--- config.mk ---
export PLATFORM = sky130hd
export DESIGN_NAME = ovl_guard
export DESIGN_NICKNAME = d
export VERILOG_FILES = /design/src/rtl/prot_pkg.sv /design/src/rtl/prot_sync.sv /design/src/rtl/prot_timer.sv /design/src/rtl/prot_therm.sv /design/src/rtl/prot_ovl_fsm.sv /design/src/rtl/ovl_guard.sv
export SDC_FILE = /design/constraint.sdc
export NUM_CORES = 1
export LEC_CHECK = 0
export BUFFER_PORTS_ARGS = -buffer_cell sky130_fd_sc_hd__buf_2
export CAP_MARGIN = 15
export CORE_ASPECT_RATIO = 1.1
export CORE_UTILIZATION = 40
export DETAILED_ROUTE_END_ITERATION = 7
export GPL_ROUTABILITY_DRIVEN = 0
export GPL_TIMING_DRIVEN = 0
export HOLD_SLACK_MARGIN = 0.02
export SLEW_MARGIN = 20
export SYNTH_ARGS = -nofsm -noshare
export SYNTH_HDL_FRONTEND = slang
export SYNTH_SLANG_ARGS = --single-unit
--- constraint.sdc ---
create_clock -name clk -period 2 [get_ports clk]
set_input_delay 0.1 -clock clk [delete_from_list [all_inputs] [get_ports clk]]
set_output_delay 0.1 -clock clk [all_outputs]
set_load 0.02 [all_outputs]
--- src/rtl/prot_pkg.sv ---
package prot_pkg;

   typedef enum logic [1:0] {
      ST_RUN   = 2'd0,
      ST_OFF   = 2'd1,
      ST_RETRY = 2'd2
   } ovl_st_e;

   localparam int unsigned SYNC_W = 5;

endpackage

--- src/rtl/prot_sync.sv ---
module prot_sync #(
   parameter int unsigned STAGES = 2,
   parameter int unsigned W      = 1
) (
   input  logic         clk,
   input  logic         rst_n,
   input  logic [W-1:0] d,
   output logic [W-1:0] q
);

   if (STAGES == 0) begin : g_pass
      assign q = d;
   end else begin : g_ff
      logic [W-1:0] pipe [STAGES];

      always_ff @(posedge clk or negedge rst_n) begin
         if (!rst_n) begin
            for (int i = 0; i < STAGES; i++) pipe[i] <= '0;
         end else begin
            pipe[0] <= d;
            for (int i = 1; i < STAGES; i++) pipe[i] <= pipe[i-1];
         end
      end

      assign q = pipe[STAGES-1];
   end

endmodule

--- src/rtl/prot_timer.sv ---
module prot_timer #(
   parameter int unsigned CW = 10
) (
   input  logic          clk,
   input  logic          rst_n,
   input  logic          load,
   input  logic [CW-1:0] load_val,
   output logic          done
);

   logic [CW-1:0] cnt_q;

   always_ff @(posedge clk or negedge rst_n) begin
      if (!rst_n)              cnt_q <= '0;
      else if (load)           cnt_q <= load_val;
      else if (cnt_q != '0)    cnt_q <= cnt_q - 1'b1;
   end

   assign done = (cnt_q == '0);

endmodule

--- src/rtl/prot_therm.sv ---
module prot_therm (
   input  logic clk,
   input  logic rst_n,
   input  logic hot,
   input  logic cool,
   output logic lock
);

   logic lock_q;

   always_ff @(posedge clk or negedge rst_n) begin
      if (!rst_n)    lock_q <= 1'b0;
      else if (hot)  lock_q <= 1'b1;
      else if (cool) lock_q <= 1'b0;
   end

   assign lock = lock_q;

endmodule

--- src/rtl/prot_ovl_fsm.sv ---
module prot_ovl_fsm
   import prot_pkg::*;
#(
   parameter int unsigned OFF_CYC = 1000,
   parameter int unsigned ON_DIV  = 10
) (
   input  logic    clk,
   input  logic    rst_n,
   input  logic    en,
   input  logic    stat,
   input  logic    ovl,
   input  logic    lock,
   output ovl_st_e st,
   output logic    win_end,
   output logic    flag
);

   localparam int unsigned ON_CYC = OFF_CYC / ON_DIV;
   localparam int unsigned CW     = $clog2(OFF_CYC);
   localparam logic [CW-1:0] OFF_LD = CW'(OFF_CYC - 1);
   localparam logic [CW-1:0] ON_LD  = CW'(ON_CYC - 1);

   ovl_st_e       st_q, st_d;
   logic          seen_q, seen_d;
   logic          stat_q;
   logic          tm_load;
   logic [CW-1:0] tm_val;
   logic          tm_done;

   prot_timer #(.CW(CW)) u_timer (
      .clk      (clk),
      .rst_n    (rst_n),
      .load     (tm_load),
      .load_val (tm_val),
      .done     (tm_done)
   );

   always_comb begin
      st_d    = st_q;
      seen_d  = seen_q;
      tm_load = 1'b0;
      tm_val  = OFF_LD;
      if (!en || lock) begin
         st_d   = ST_RUN;
         seen_d = 1'b0;
      end else begin
         unique case (st_q)
            ST_RUN: begin
               if (!stat && ovl) begin
                  st_d    = ST_OFF;
                  tm_load = 1'b1;
               end
            end
            ST_OFF: begin
               if (stat) begin
                  st_d = ST_RUN;
               end else if (tm_done) begin
                  st_d    = ST_RETRY;
                  tm_load = 1'b1;
                  tm_val  = ON_LD;
                  seen_d  = 1'b0;
               end
            end
            ST_RETRY: begin
               if (stat) begin
                  st_d   = ST_RUN;
                  seen_d = 1'b0;
               end else begin
                  if (ovl) seen_d = 1'b1;
                  if (tm_done) begin
                     seen_d = 1'b0;
                     if (seen_q || ovl) begin
                        st_d    = ST_OFF;
                        tm_load = 1'b1;
                     end else begin
                        st_d = ST_RUN;
                     end
                  end
               end
            end
            default: st_d = ST_RUN;
         endcase
      end
   end

   always_ff @(posedge clk or negedge rst_n) begin
      if (!rst_n) begin
         st_q   <= ST_RUN;
         seen_q <= 1'b0;
         stat_q <= 1'b0;
      end else begin
         st_q   <= st_d;
         seen_q <= seen_d;
         stat_q <= en & ~lock & stat & ovl;
      end
   end

   assign st      = st_q;
   assign win_end = (st_q == ST_RETRY) && tm_done;
   assign flag    = (st_q != ST_RUN) | stat_q;

endmodule

--- src/rtl/ovl_guard.sv ---
module ovl_guard
   import prot_pkg::*;
#(
   parameter int unsigned OFF_CYC     = 1000,
   parameter int unsigned ON_DIV      = 10,
   parameter int unsigned SYNC_STAGES = 2
) (
   input  logic clk,
   input  logic rst_n,
   input  logic pwr_en,
   input  logic clamp_static,
   input  logic ovl_det,
   input  logic temp_hot,
   input  logic temp_cool,
   output logic out_en,
   output logic ovl_flag,
   output logic therm_flag
);

   if (ON_DIV < 2) begin : g_bad_div
      $error("ovl_guard: ON_DIV must be at least 2");
   end
   if (OFF_CYC < 2 * ON_DIV) begin : g_bad_off
      $error("ovl_guard: OFF_CYC must give a trial window of two or more cycles");
   end

   logic [SYNC_W-1:0] raw, syn;
   logic    en_s, stat_s, ovl_s, hot_s, cool_s;
   logic    lock;
   ovl_st_e st_q;
   logic    win_end;
   logic    flag;

   assign raw = {pwr_en, clamp_static, ovl_det, temp_hot, temp_cool};

   prot_sync #(.STAGES(SYNC_STAGES), .W(SYNC_W)) u_sync (
      .clk   (clk),
      .rst_n (rst_n),
      .d     (raw),
      .q     (syn)
   );

   assign {en_s, stat_s, ovl_s, hot_s, cool_s} = syn;

   prot_therm u_therm (
      .clk   (clk),
      .rst_n (rst_n),
      .hot   (hot_s),
      .cool  (cool_s),
      .lock  (lock)
   );

   prot_ovl_fsm #(.OFF_CYC(OFF_CYC), .ON_DIV(ON_DIV)) u_fsm (
      .clk     (clk),
      .rst_n   (rst_n),
      .en      (en_s),
      .stat    (stat_s),
      .ovl     (ovl_s),
      .lock    (lock),
      .st      (st_q),
      .win_end (win_end),
      .flag    (flag)
   );

   assign out_en     = en_s & ~lock & (st_q != ST_OFF);
   assign ovl_flag   = flag;
   assign therm_flag = lock;

endmodule

==> results.md, run 1 <==
- Outcome: complete, no violations
- Number of vias per cell: 5.648
- Pwr Density: 901.5 nW/µm²
- Rows: 20
- Actual slew at the worst max-slew pin: 0.5430 ns
- Worst Path Required: 2.23 ns
- Clk_lat worst skew: 0.31 ns
- Final-stage net count: 157
- DRT Pass-1 Iters: 4
- Top cell family by delay on the critical path: simple AND/OR/NAND/NOR gates
- CP max stage delay: 0.51 ns
- Synth unique cells: 41
- Post-synth EDFFs: 0
- Reg2reg setup slack: 0.07 ns
- Vias in the first global route: 970
- Final hold slack: 0.2858 ns
- Area grow syn2layout: 26.98%
- Clock Power Share: 15.7%
- Core region area: 2853 µm²
- Highest clock rate: 519.2 MHz
- DP Area: 1320 µm²
- Post-synthesis sequential element count: 25
- Largest family of logic cells by synthesized area: simple AND/OR/NAND/NOR gates
- GRT Overall Usage: 18.75%
- Mapped cell area: 1234 µm²
- Leakage power: 0.6862 nW
- Hold Path Class: input port to async pin
- Critical Path Source: u_fsm.u_timer.cnt_q[0]
- Final Cycle Share: 96.31%
- Htree depth: 1
- Cells taking the most area after synthesis: dfrtp_1, ha_1, inv_1
- Final setup viols: 0
- DR top layer: met4
- Routed wire per std cell: 14.37 µm
- CTS clk-pin slew, worst paths: 0.13 ns
- Power, Total: 0.001412 W
- Total of max-cap violations: 0
- Ys Warns: 0
- Post-synth ARST share: 100.0%
- Sequential area share after synthesis: 50.71%
- CP max-delay cell: or4b_4
- Max-slew violation count: 0
- Met2 WL post-DR: 1268 µm
- Die X-Extent: 54.95 µm
- CTS tree: done
- Clk_skew: 0.006281 ns
- Detail Placement HPWL: 1580 µm
- Reg2Reg Depth: 7
- WP data arrival: 2.16 ns
- Comb pwr share: 33.1%
- Crit path buf inv count: 2
- WS Path Type: flip-flop to flip-flop
- Share of layout cells above drive strength 1: 27.97%
- Xor and xnor area share after synthesis: 2.840%
- Worst r2r src: u_fsm.u_timer.cnt_q[0]
- Switching Fraction: 33.96%
- TritonCTS Buffers: 3
- Worst vdd ir: 0.0006264 V
- Global route total overflow: 0
- Design area: 1567 µm²
- Antenna Violating Nets Remaining: 0
- Routed wl met3: 90 µm
- Post-route minimum period: 1.926 ns
- Sequential share of power: 51.1%
- Final hold vios: 0
- Antenna violations before repair: 0
- First-pass GRT wire length: 4340 µm
- NetSw: 0.0004795 W
- Relative slew margins: 63.80%
- RSZ-0062 raised after global routing: yes
- I/O Buffers: 9
- R2r endpoint: u_fsm.u_timer.cnt_q[8]
- Syn avg cell area: 10.82 µm²
- Final WL: 2529 µm
- Simple-gate share of the synthesized area: 18.15%
- Vias: 994
- # diodes: 0
- Root buffer cell: clkbuf_4
- CP startpoint kind: flip-flop
- Mux cell area share after synthesis: 1.623%
- Wl on met1: 1139 µm
- Initial Util: 43.25%
- Cell taking the most area after synthesis: dfrtp_1
- First DRT Iteration DRCs: 25
- Primary FF master, synth: dfrtp_1
- Full die area: 3310 µm²
- Syn_nets: 127
- Cells after synthesis: 114
- Adder-cell share of the synthesized area: 6.085%
- Crit end category: flip-flop
- Chip height: 60.25 µm
- Pin count of the biggest net entering global routing: 26
- Clock Sinks: 25
- I/O Pins: 10
- Internal: 0.0009327 W
- CTS Buffer Depth: 2
- CP Max Fanout: 5
- Top-area cell type share of the netlist area: 50.71%
- Worst path cell trace: inv_2 > ha_4 > or4b_4 > nor3_4 > buf_6 > a31oi_4 > a32oi_1
- Final routed DRC violation total: 0
- Complex-gate fraction of the synthesized area: 15.92%
[per-stage QoR]
stage / utilization, % / std cells / setup slack (ns) / setup TNS, ns
after global placement: 46.27 / 156 / -0.2320 / -2.192
after global routing: 54.91 / 176 / -0.01255 / -0.01255
final: 54.91 / 176 / 0.07388 / 0
after CTS: 55.04 / 177 / -0.01176 / -0.03466
after floorplan: - / 114 / 0.009862 / 0
after detailed placement: 46.27 / 156 / -0.2718 / -2.577
[power by group through the flow]
stage / Clock (W) / Combinational (W) / Sequential, W
global placement: 0 / 0.000340 / 0.000710
CTS: 0.000231 / 0.000470 / 0.000708
finish: 0.000222 / 0.000468 / 0.000722
floorplan: 0 / 0.000283 / 0.000692
global route: 0.000257 / 0.000527 / 0.000739
detailed placement: 0 / 0.000350 / 0.000720
[area by class of cell]
cell class	count	area, µm²
Fill cell	261	1286
Sequential cell	25	625.6
Multi-Input combinational cell	75	625.6
Timing Repair Buffer	28	206.4
Tap cell	33	41.29
Inverter	9	33.78
Clock buffer	4	26.28
Buffer	2	7.507
[how the worst max path moves through the flow]
stage,end,slack (ns),cells past startpoint
5_1_grt,u_fsm.u_timer.cnt_q[8],-0.01,7
3_3_place_gp,u_fsm.u_timer.cnt_q[4],-0.23,7
4_1_cts,u_fsm.u_timer.cnt_q[0],-0.01,9
3_5_place_dp,u_fsm.u_timer.cnt_q[7],-0.27,7
2_1_floorplan,u_fsm.st[0],0.01,7
6_report,u_fsm.u_timer.cnt_q[8],0.07,7
[cells in the mapped netlist (2+ instances only)]
| cell type | n |
|---|---|
| xnor2_1 | 3 |
| o31ai_1 | 2 |
| a21o_1 | 2 |
| nor2b_1 | 2 |
| o211ai_1 | 2 |
| nor2_1 | 3 |
| nand2_1 | 6 |
| nor4_1 | 2 |
| ha_1 | 6 |
| o21ai_0 | 2 |
| or4_1 | 3 |
| a21oi_1 | 3 |
| nor3b_1 | 2 |
| clkbuf_1 | 4 |
| or3_1 | 3 |
| and2_1 | 2 |
| nor3_1 | 5 |
| o32ai_1 | 2 |
| a31oi_1 | 3 |
| nand2b_1 | 3 |
| dfrtp_1 | 25 |
| mux2i_1 | 2 |
| inv_1 | 9 |
[routing by layer]
layer	up-vias	GRT usage, %
li1	474	-
met1	490	23.76
met2	26	30.81
met3	4	3.562
met4	0	7.500
met5	-	0
[state kept, by name, indices dropped and copies added, names as in the netlist]
signal               flops
u_fsm.stat_q             1
u_sync.q                 5
u_sync.g_ff.pipe         5
u_fsm.u_timer.cnt_q     10
u_fsm.seen_q             1
u_fsm.st                 2
u_therm.lock             1
[cells in the final DEF (no fill, tap or decap), drive strengths merged, types with 2 or more instances in the layout]
cell type,count
dfrtp,25
buf,22
inv,9
nand2,6
dlygate4sd3,6
nor3,6
ha,6
clkbuf,6
a31oi,5
nand2b,3
nor2,3
or3,3
a21oi,3
or4,3
o31ai,3
xnor2,3
a21o,2
o211ai,2
nor2b,2
o21ai,2
mux2i,2
o32ai,2
nor4,2
and2,2
nor3b,2
[logic make-up (layout without fill, tap and decap cells)]
group | count (synthesis) | after routing
compound gates | 25 | 26
xor+xnor | 4 | 4
fa+ha+maj | 6 | 6
buf+inv | 15 | 43
flops | 25 | 25
mux | 2 | 2
simple gates | 37 | 37
[what timing repair did]
item / in CTS / in global routing
gates resized for setup: 16 / 1
cloned: 1 / 0
endpoints found under the hold margin: 30 / 0
setup buffers: 11 / 3
endpoints found under the setup margin: 13 / 13
hold buffers: 6 / 0
pin swaps: 5 / 5
Note: power is estimated with default switching activity, not from simulation.
==> run 2: changes to the inputs <==
--- a/config.mk
+++ b/config.mk
@@ -8,6 +8,7 @@
 export BUFFER_PORTS_ARGS = -buffer_cell sky130_fd_sc_hd__buf_2
 export CAP_MARGIN = 15
 export CORE_ASPECT_RATIO = 1.1
+export CORE_MARGIN = 2
 export CORE_UTILIZATION = 40
 export DETAILED_ROUTE_END_ITERATION = 7
 export GPL_ROUTABILITY_DRIVEN = 0
==> results.md, run 2 (same netlist as run 1, synthesis figures left out) <==
- Outcome: complete, no violations (unchanged)
- Largest register FFs: 10 (unchanged)
- First-pass GRT wire length: 4202 µm (was 4340 µm)
- CP Max Fanout: 6 (was 5)
- GRT Overall Usage: 15.06% (was 18.75%)
- FF+latch area: 625.6 µm² (unchanged)
- Sum of negative setup slack: 0 ns (unchanged)
- Clk_skew: 0.01077 ns (was 0.006281 ns)
- Final WL: 2470 µm (was 2529 µm)
- DP Cell Count: 157 (was 156)
- CP max stage delay: 0.44 ns (was 0.51 ns)
- Leading cell type in the layout, fill and taps excluded: dfrtp_1 (unchanged)
- Crit end category: flip-flop (unchanged)
- Root buffer cell: clkbuf_4 (unchanged)
- Actual slew at the worst max-slew pin: 0.5577 ns (was 0.5430 ns)
- Util after Layout: 51.21% (was 54.91%)
- Core region area: 2995 µm² (was 2853 µm²)
- CP max-delay cell: dfrtp_1 (was or4b_4)
- Final hold vios: 0 (unchanged)
- Antenna Violating Nets Remaining: 0 (unchanged)
- Levels on crit path: 5 (was 7)
- Reg2reg setup slack: 0.10 ns (was 0.07 ns)
- CTS clk-pin slew, worst paths: 0.15 ns (was 0.13 ns)
- Leakage power: 0.6586 nW (was 0.6862 nW)
- Max-slew violation count: 0 (unchanged)
- Critical Path Source: u_fsm.st[0] (was u_fsm.u_timer.cnt_q[0])
- I/O Pins: 10 (unchanged)
- Post-route minimum period: 1.898 ns (was 1.926 ns)
- Commonest non-fill, non-tap cells in the layout: dfrtp_1, buf_2, inv_1, nand2_1, dlygate4sd3_1 (was dfrtp_1, buf_4, buf_2, inv_1)
- WP data arrival: 2.13 ns (was 2.16 ns)
- Worst r2r src: u_fsm.st[0] (was u_fsm.u_timer.cnt_q[0])
- # diodes: 0 (unchanged)
- DRT Pass-1 Iters: 4 (unchanged)
- Layout Cells excl Fill: 172 (was 176)
- Highest clock rate: 526.8 MHz (was 519.2 MHz)
- Routed wire per std cell: 14.36 µm (was 14.37 µm)
- Clk_lat worst skew: 0.33 ns (was 0.31 ns)
- Crit path buf inv count: 0 (was 2)
- TritonCTS Buffers: 3 (unchanged)
- Final setup viols: 0 (unchanged)
- Pin count of the biggest net entering global routing: 26 (unchanged)
- Relative slew margins: 62.82% (was 63.80%)
- Full die area: 3545 µm² (was 3310 µm²)
- Share of layout cells above drive strength 1: 26.09% (was 27.97%)
- Filler cell count: 277 (was 261)
- Final routed DRC violation total: 0 (unchanged)
- Global route total overflow: 0 (unchanged)
- First DRT Iteration DRCs: 20 (was 25)
- Clock Sinks: 25 (unchanged)
- CTS tree: done (unchanged)
- I/O Buffers: 9 (unchanged)
- Reg2Reg Depth: 5 (was 7)
- Final Cycle Share: 94.91% (was 96.31%)
- Detail Placement HPWL: 1594 µm (was 1580 µm)
- Final-stage net count: 152 (was 157)
- WS Path Type: flip-flop to flip-flop (unchanged)
- RSZ-0062 raised after global routing: no (was yes)
- Worst Path Required: 2.24 ns (was 2.23 ns)
- Largest reg by FF count: u_fsm.u_timer.cnt_q (unchanged)
- Antenna violations before repair: 0 (unchanged)
- Top cell family by delay on the critical path: simple AND/OR/NAND/NOR gates (unchanged)
- Area taken by multi-input logic gates: 625.6 µm² (unchanged)
- CTS Buffer Depth: 2 (unchanged)
- Worst vdd ir: 0.0004822 V (was 0.0006264 V)
- Rows: 21 (was 20)
- CP startpoint kind: flip-flop (unchanged)
- Area grow syn2layout: 24.34% (was 26.98%)
- Hold Path Class: input port to async pin (unchanged)
- Number of vias per cell: 5.587 (was 5.648)
- Vias: 961 (was 994)
- Total of max-cap violations: 0 (unchanged)
- Worst path cell trace: ha_1 > nor4b_4 > and3_2 > nor3_1 > o32ai_1 (was inv_2 > ha_4 > or4b_4 > nor3_4 > buf_6 > a31oi_4 > a32oi_1)
- Die X-Extent: 56.95 µm (was 54.95 µm)
- Chip height: 62.25 µm (was 60.25 µm)
- Htree depth: 1 (unchanged)
- Initial Util: 41.19% (was 43.25%)
- Pwr Density: 913.2 nW/µm² (was 901.5 nW/µm²)
- Vias in the first global route: 929 (was 970)
## run 2: area by class of cell
| cell class | count | area share [%] |
|---|---|---|
| plain buffers | 3 | 0.7341 |
| clock buffers | 3 | 1.468 |
| clock inverters | 1 | 0.4894 |
| inverters | 9 | 2.202 |
| multi-input cells | 75 | 40.78 |
| flip-flops and latches | 25 | 40.78 |
| well taps | 34 | 2.773 |
| repair buffers | 22 | 10.77 |
## run 2: through the flow
stage               setup slack, ns  total power [W]  area [µm²]  hold slack (ns)
detailed placement          -0.3042         0.001063        1321           0.1192
finish                       0.1018         0.001401        1534           0.2687
global route                0.01436         0.001503        1534           0.3233
CTS                        -0.04472         0.001393        1528           0.2865
global placement            -0.2347         0.001047        1321           0.1113
floorplan                  0.009862        0.0009745        1234          -0.1956
## run 2: metal layers
metal | vias up | track usage [%] | routed length, µm
met3 | 4 | 2.500 | 72
met4 | 0 | 5.233 | 34
li1 | 464 | - | -
met2 | 16 | 25.43 | 1239
met5 | - | 0 | 0
met1 | 477 | 19.30 | 1125
## run 2: worst register-to-register path: stages, from the launching register on
cell     delay [ns]
dfrtp_1        0.44
ha_1           0.26
nor4b_4        0.42
and3_2         0.35
nor3_1         0.07
o32ai_1        0.25
## run 2: final timing paths
| check | endpoint |
|---|---|
| min in group clk | u_sync.q[4] |
| hold reg to reg | u_sync.q[4] |
| setup / recovery | u_fsm.u_timer.cnt_q[9] |
| hold / removal | u_fsm.u_timer.cnt_q[6] |
| max in group asynchronous | u_fsm.seen_q |
| setup reg to reg | u_fsm.u_timer.cnt_q[9] |
## run 2: what timing repair did
item,in CTS,in global routing
pin swaps,6,3
gates cloned,1,0
hold buffers,6,0
resized for setup,13,4
hold endpoints to repair,30,0
setup buffers,6,1
setup endpoints to repair,13,13
## run 2: power breakdown
part	switching, W	internal [W]	total (W)
clock	0.000160	0.0000765	0.000237
sequential	0.000107	0.000605	0.000712
combinational	0.000226	0.000226	0.000452
